File: src/rtl/awr_pkg.sv
package awr_pkg;

  typedef enum logic {
    CFG_BASES = 1'b0,
    CFG_MASKS = 1'b1
  } cfg_sel_e;

  typedef struct packed {
    logic capture;
    logic wrBases;
    logic wrMasks;
  } ctl_strobe_t;

endpackage

File: src/rtl/awr_control.sv
module awr_control
  import awr_pkg::*;
(
  input  logic        clk,
  input  logic        rst_n,
  input  logic        cfgWrEn,
  input  logic        cfgSel,
  input  logic        reqValid,
  output ctl_strobe_t ctl
);

  cfg_sel_e selWord;

  always_comb begin
    selWord     = cfg_sel_e'(cfgSel);
    ctl.capture = reqValid;
    ctl.wrBases = cfgWrEn && (selWord == CFG_BASES);
    ctl.wrMasks = cfgWrEn && (selWord == CFG_MASKS);
  end

  // a single write never loads both words
  p_single_word_r2: assert property (@(posedge clk) disable iff (!rst_n)
    $onehot0({ctl.wrBases, ctl.wrMasks}));

endmodule

File: src/rtl/awr_datapath.sv
module awr_datapath
  import awr_pkg::*;
#(
  parameter int ADDR_W = 32,
  parameter int TAG_W  = 4
) (
  input  logic              clk,
  input  logic              rst_n,
  input  ctl_strobe_t       ctl,
  input  logic [ADDR_W-1:0] cfgWrData,
  input  logic [ADDR_W-1:0] reqAddr,
  input  logic              reqWrite,
  input  logic [TAG_W-1:0]  reqTag,
  output logic              rspValid,
  output logic              rspHit,
  output logic              busReq,
  output logic [ADDR_W-1:0] rspAddr,
  output logic              rspWrite,
  output logic [TAG_W-1:0]  rspTag
);

  localparam int HALF_W = ADDR_W / 2;

  logic [HALF_W-1:0] remapBase, matchBase, remapMask, dontCare;
  logic [HALF_W-1:0] bitOk, hiOut;
  logic              winHit;

  always_ff @(posedge clk or negedge rst_n) begin
    if (!rst_n) begin
      remapBase <= '0;
      matchBase <= '0;
      remapMask <= '0;
      dontCare  <= '0;
    end else begin
      if (ctl.wrBases) begin
        remapBase <= cfgWrData[ADDR_W-1:HALF_W];
        matchBase <= cfgWrData[HALF_W-1:0];
      end
      if (ctl.wrMasks) begin
        remapMask <= cfgWrData[ADDR_W-1:HALF_W];
        dontCare  <= cfgWrData[HALF_W-1:0];
      end
    end
  end

  for (genvar i = 0; i < HALF_W; i++) begin : g_bit
    assign bitOk[i] = dontCare[i] | ~(reqAddr[HALF_W+i] ^ matchBase[i]);
    assign hiOut[i] = remapMask[i] ? remapBase[i] : reqAddr[HALF_W+i];
  end

  assign winHit = &bitOk;

  always_ff @(posedge clk or negedge rst_n) begin
    if (!rst_n) begin
      rspValid <= 1'b0;
      rspHit   <= 1'b0;
      busReq   <= 1'b0;
      rspAddr  <= '0;
      rspWrite <= 1'b0;
      rspTag   <= '0;
    end else begin
      rspValid <= ctl.capture;
      busReq   <= ctl.capture && winHit;
      if (ctl.capture) begin
        rspHit   <= winHit;
        rspAddr  <= {hiOut, reqAddr[HALF_W-1:0]};
        rspWrite <= reqWrite;
        rspTag   <= reqTag;
      end
    end
  end

  // strobe only with a valid hit
  p_strobe_needs_hit_r7: assert property (@(posedge clk) disable iff (!rst_n)
    busReq |-> (rspValid && rspHit));

  // idle input gives quiet output
  p_idle_quiet_r9: assert property (@(posedge clk) disable iff (!rst_n)
    !ctl.capture |=> (!rspValid && !busReq));

  // low half copied straight
  p_low_pass_r5: assert property (@(posedge clk) disable iff (!rst_n)
    ctl.capture |=> (rspAddr[HALF_W-1:0] == $past(reqAddr[HALF_W-1:0])));

  // qualifiers follow the request
  p_qual_follow_r6: assert property (@(posedge clk) disable iff (!rst_n)
    ctl.capture |=> (rspWrite == $past(reqWrite) && rspTag == $past(reqTag)));

  // a zero remap mask leaves the address untouched
  p_zero_mask_pass_r4: assert property (@(posedge clk) disable iff (!rst_n)
    (ctl.capture && remapMask == '0) |=> (rspAddr == $past(reqAddr)));

  // configuration holds without a write
  p_cfg_hold_r8: assert property (@(posedge clk) disable iff (!rst_n)
    (!ctl.wrBases && !ctl.wrMasks) |=>
      ($stable(remapBase) && $stable(matchBase) &&
       $stable(remapMask) && $stable(dontCare)));

endmodule

File: src/rtl/addr_window_remap.sv
module addr_window_remap
  import awr_pkg::*;
#(
  parameter int ADDR_W = 32,
  parameter int TAG_W  = 4
) (
  input  logic              clk,
  input  logic              rst_n,
  input  logic              cfgWrEn,
  input  logic              cfgSel,
  input  logic [ADDR_W-1:0] cfgWrData,
  input  logic              reqValid,
  input  logic [ADDR_W-1:0] reqAddr,
  input  logic              reqWrite,
  input  logic [TAG_W-1:0]  reqTag,
  output logic              rspValid,
  output logic              rspHit,
  output logic              busReq,
  output logic [ADDR_W-1:0] rspAddr,
  output logic              rspWrite,
  output logic [TAG_W-1:0]  rspTag
);

  ctl_strobe_t ctl;

  awr_control u_control (
    .clk      (clk),
    .rst_n    (rst_n),
    .cfgWrEn  (cfgWrEn),
    .cfgSel   (cfgSel),
    .reqValid (reqValid),
    .ctl      (ctl)
  );

  awr_datapath #(
    .ADDR_W (ADDR_W),
    .TAG_W  (TAG_W)
  ) u_datapath (
    .clk       (clk),
    .rst_n     (rst_n),
    .ctl       (ctl),
    .cfgWrData (cfgWrData),
    .reqAddr   (reqAddr),
    .reqWrite  (reqWrite),
    .reqTag    (reqTag),
    .rspValid  (rspValid),
    .rspHit    (rspHit),
    .busReq    (busReq),
    .rspAddr   (rspAddr),
    .rspWrite  (rspWrite),
    .rspTag    (rspTag)
  );

endmodule

File: config.mk
export PLATFORM = sky130hd
export DESIGN_NAME = addr_window_remap
export DESIGN_NICKNAME = d
export VERILOG_FILES = /design/src/rtl/awr_pkg.sv /design/src/rtl/awr_control.sv /design/src/rtl/awr_datapath.sv /design/src/rtl/addr_window_remap.sv
export SDC_FILE = /design/constraint.sdc
export NUM_CORES = 1
export LEC_CHECK = 0
export BUFFER_PORTS_ARGS = -buffer_cell sky130_fd_sc_hd__clkbuf_2
export CORE_MARGIN = 1.5
export CORE_UTILIZATION = 40
export DETAILED_ROUTE_END_ITERATION = 16
export PLACE_DENSITY = 0.73
export SETUP_SLACK_MARGIN = 0.1
export SYNTH_ARGS = -nofsm -noshare
export SYNTH_HDL_FRONTEND = slang
export SYNTH_SLANG_ARGS = --single-unit
export TNS_END_PERCENT = 20
File: constraint.sdc
create_clock -name clk -period 1.3 [get_ports clk]
set_input_delay 0.26 -clock clk [delete_from_list [all_inputs] [get_ports clk]]
set_output_delay 0.26 -clock clk [all_outputs]
set_load 0.05 [all_outputs]
==> metrics.txt <==
clk sinks=104; Starting Density=40.7%; Tot GR Track Use=15.9%; Antenna diodes=0; placed insts=530; Avg Cell Area, Syn=between 10 and 15 um^2; H-tree Lvls=3; Post-Synthesis Net Count=between 300 and 400; drt via density=4.83; I/O pin cnt=114; nets=a little under 500; Hold Path Class=primary input to flop; root buffer cell=clkbuf_8; mapped cell area=0.00417 mm^2; unrepaired setup endpoints after global routing=true; yosys warns=0; global-route wire length before repair=13.7 mm; worst setup margin=-0.240 ns; cell taking the most area after synthesis=dfrtp_1; HPWL Detailed=5.98 mm; Cell Pwr Density=roughly 1400 mW/mm^2; Clock Skews=0.0102 ns; Post-synth ARST share=100%; Post-Route Setup TNS=-0.425 ns; Max Cap Viol=0; synthesis-stage register bit count=104; vias in the first global route=2,836; Area Growth Syn to Fin=36.2%; Final Hold Fails=0; number of routed nets with antenna violations=0; crit end category=flop; final slew viol count=0; average wire per standard cell=15.2 um; grt total ovfl=0; drt initial violations=61; via count=about 2.7k; Finished Cell Area=0.00567 mm^2; first-pass detailed-route iteration total=4; Port Buffer Count=~110; Die W=105 um; final instance count without filler cells=550; Max-slew headroom=69.5%; CTS tree=built; clk slew on worst S/H paths=around 0.090 ns; gpl congestion=0.687; Distinct cells, synth=20; CP arrival=between 1.5 and 2 ns; Die Span Y=roughly 110 um; area share of the largest cell type after synthesis=62.5%; Leak=2.58 nW; Worst VDD drop=0.555 mV; Worst-Skew Late Latency=0.35 ns; initial antenna violation count=0; EDFF count, synth=0; share of post-route cells with drive strength above 1=55.1%; Final period util=118%; CTS max path bufs=2; CTS Buf Count=9; slew of the pin with the lowest slew margin=0.453 ns; placed cell areas=0.00502 mm^2; largest net degree at the start of global routing=53; Critical Path Start Type=flop; top_reg_cell synth=dfrtp_1; fin crit period=1.54 ns; status=finished, violations left; fmax=649 MHz; Cells after Synth=~280; dominant cells by area after synthesis=dfrtp_1, mux2_2, mux2i_1; critical path peak fanout=2; failing checks=negative setup slack; Core Area=0.0102 mm^2; Setup Crit Path Kind=flop to flop; Cell Rows=37; Die ar.=between 0.01 and 0.015 mm^2; drt drc=0; Final Setup Violations=2; post-synthesis sequential area ratio=62.5%; Required @ worst endpoint=1.55 ns; final hold slack=about 0.14 ns; worst slack, placed=-0.238 ns; Routed WL=8.34 mm
## power breakdown
group          total, mW  internal (mW)  switching [mW]
Combinational       2.07           1.04            1.03
Sequential          3.99           3.68           0.310
Clock               2.10           1.09            1.01
Total               8.15           5.80            2.35
## worst paths after layout
path	startpoint	endpoint	slack, ns	cells after the start
worst max-delay path	u_datapath.matchBase[11]	u_datapath.rspHit	-0.24	4
worst min-delay path	reqAddr[1]	u_datapath.rspAddr[1]	0.14	2
worst max register to register	u_datapath.matchBase[11]	u_datapath.rspHit	-0.24	4
worst min register to register	u_datapath.remapBase[2]	u_datapath.remapBase[2]	0.49	1
max in group asynchronous	rst_n	u_datapath.remapBase[2]	0.57	3
min in group asynchronous	rst_n	u_datapath.rspAddr[23]	0.26	2
## routing by layer
layer,up-vias,share of wire (%),GRT usage [%]
met3,11,4.2,4.12
li1,1247,-,-
met4,0,1.6,6.07
met1,1339,41,18.7
met2,59,54,27.9
met5,-,0,0
## cell families after synthesis
kind of cell | Yosys count | share of synthesized area (%)
XOR/XNOR | 16 | 3.36
AO/OA/AOI/OAI | 25 | 3.54
multiplexers | 101 | 26.8
AND/OR/NAND/NOR | 22 | 2.40
buffers and inverters | 14 | 1.41
flip-flops | 104 | 62.5
## Yosys cell counts, types with 3 or more instances
cell type	number
dfrtp_1	104
mux2_2	78
nor2_1	17
a21oi_1	16
mux2i_1	16
xnor2_1	16
mux2_1	7
o22ai_1	6
buf_1	5
buf_2	5
clkbuf_1	3
## layout by cell type (no fill, tap or decap)
cell type,instances
xnor2_1,14
clkbuf_1,2
o21ai_0,1
or4_4,1
dfrtp_1,104
mux2i_1,16
o22ai_1,6
a21oi_1,16
nor2_1,17
nor2b_4,1
dlygate4sd3_1,1
inv_1,1
clkinv_2,1
clkinv_4,1
mux2_2,78
bufinv_16,2
clkinvlp_4,1
buf_12,5
o22a_1,1
o32ai_2,1
nor3_2,1
clkbuf_2,72
xnor2_2,2
or4b_4,1
clkbuf_8,9
buf_4,12
mux2_1,7
nand2_2,1
buf_8,39
## registers in the layout, summed over array words and instances (netlist names), 4 cells and up
register              count
u_datapath.dontCare      16
u_datapath.matchBase     16
u_datapath.remapBase     16
u_datapath.remapMask     16
u_datapath.rspAddr       32
u_datapath.rspTag         4
## cell type report
class                      instances  area, um^2
clock buffer                      11         131
inverter                           1        3.75
timing repair buffer             129        1150
multi-input combinational        164        1540
sequential                       104        2600
tap                              136         170
clock inverter                     5        81.3
fill                             860        4560
## critical path: stages, from the launching register on
cell and delay, ns:
dfrtp_1 0.41, xnor2_2 0.15, o22ai_1 0.09, or4b_4 0.53
o32ai_2 0.27
## per-stage QoR
stage	total power, mW	util (%)
after CTS	8.15	54.7
after global routing	8.55	55.5
final	8.15	55.5
after detailed placement	5.75	49.1
after global placement	5.68	49.1
after floorplan	5.17	-
## what timing repair did
item / 4_1_cts / 5_1_grt
hold buffers: 1 / 0
hold endpoints to repair: 104 / 0
cloned: 0 / 0
setup endpoints to repair: 42 / 42
setup buffers: 1 / 2
pin swaps: 1 / 1
gates resized for setup: 79 / 42
(Power assumes the default switching activity.)
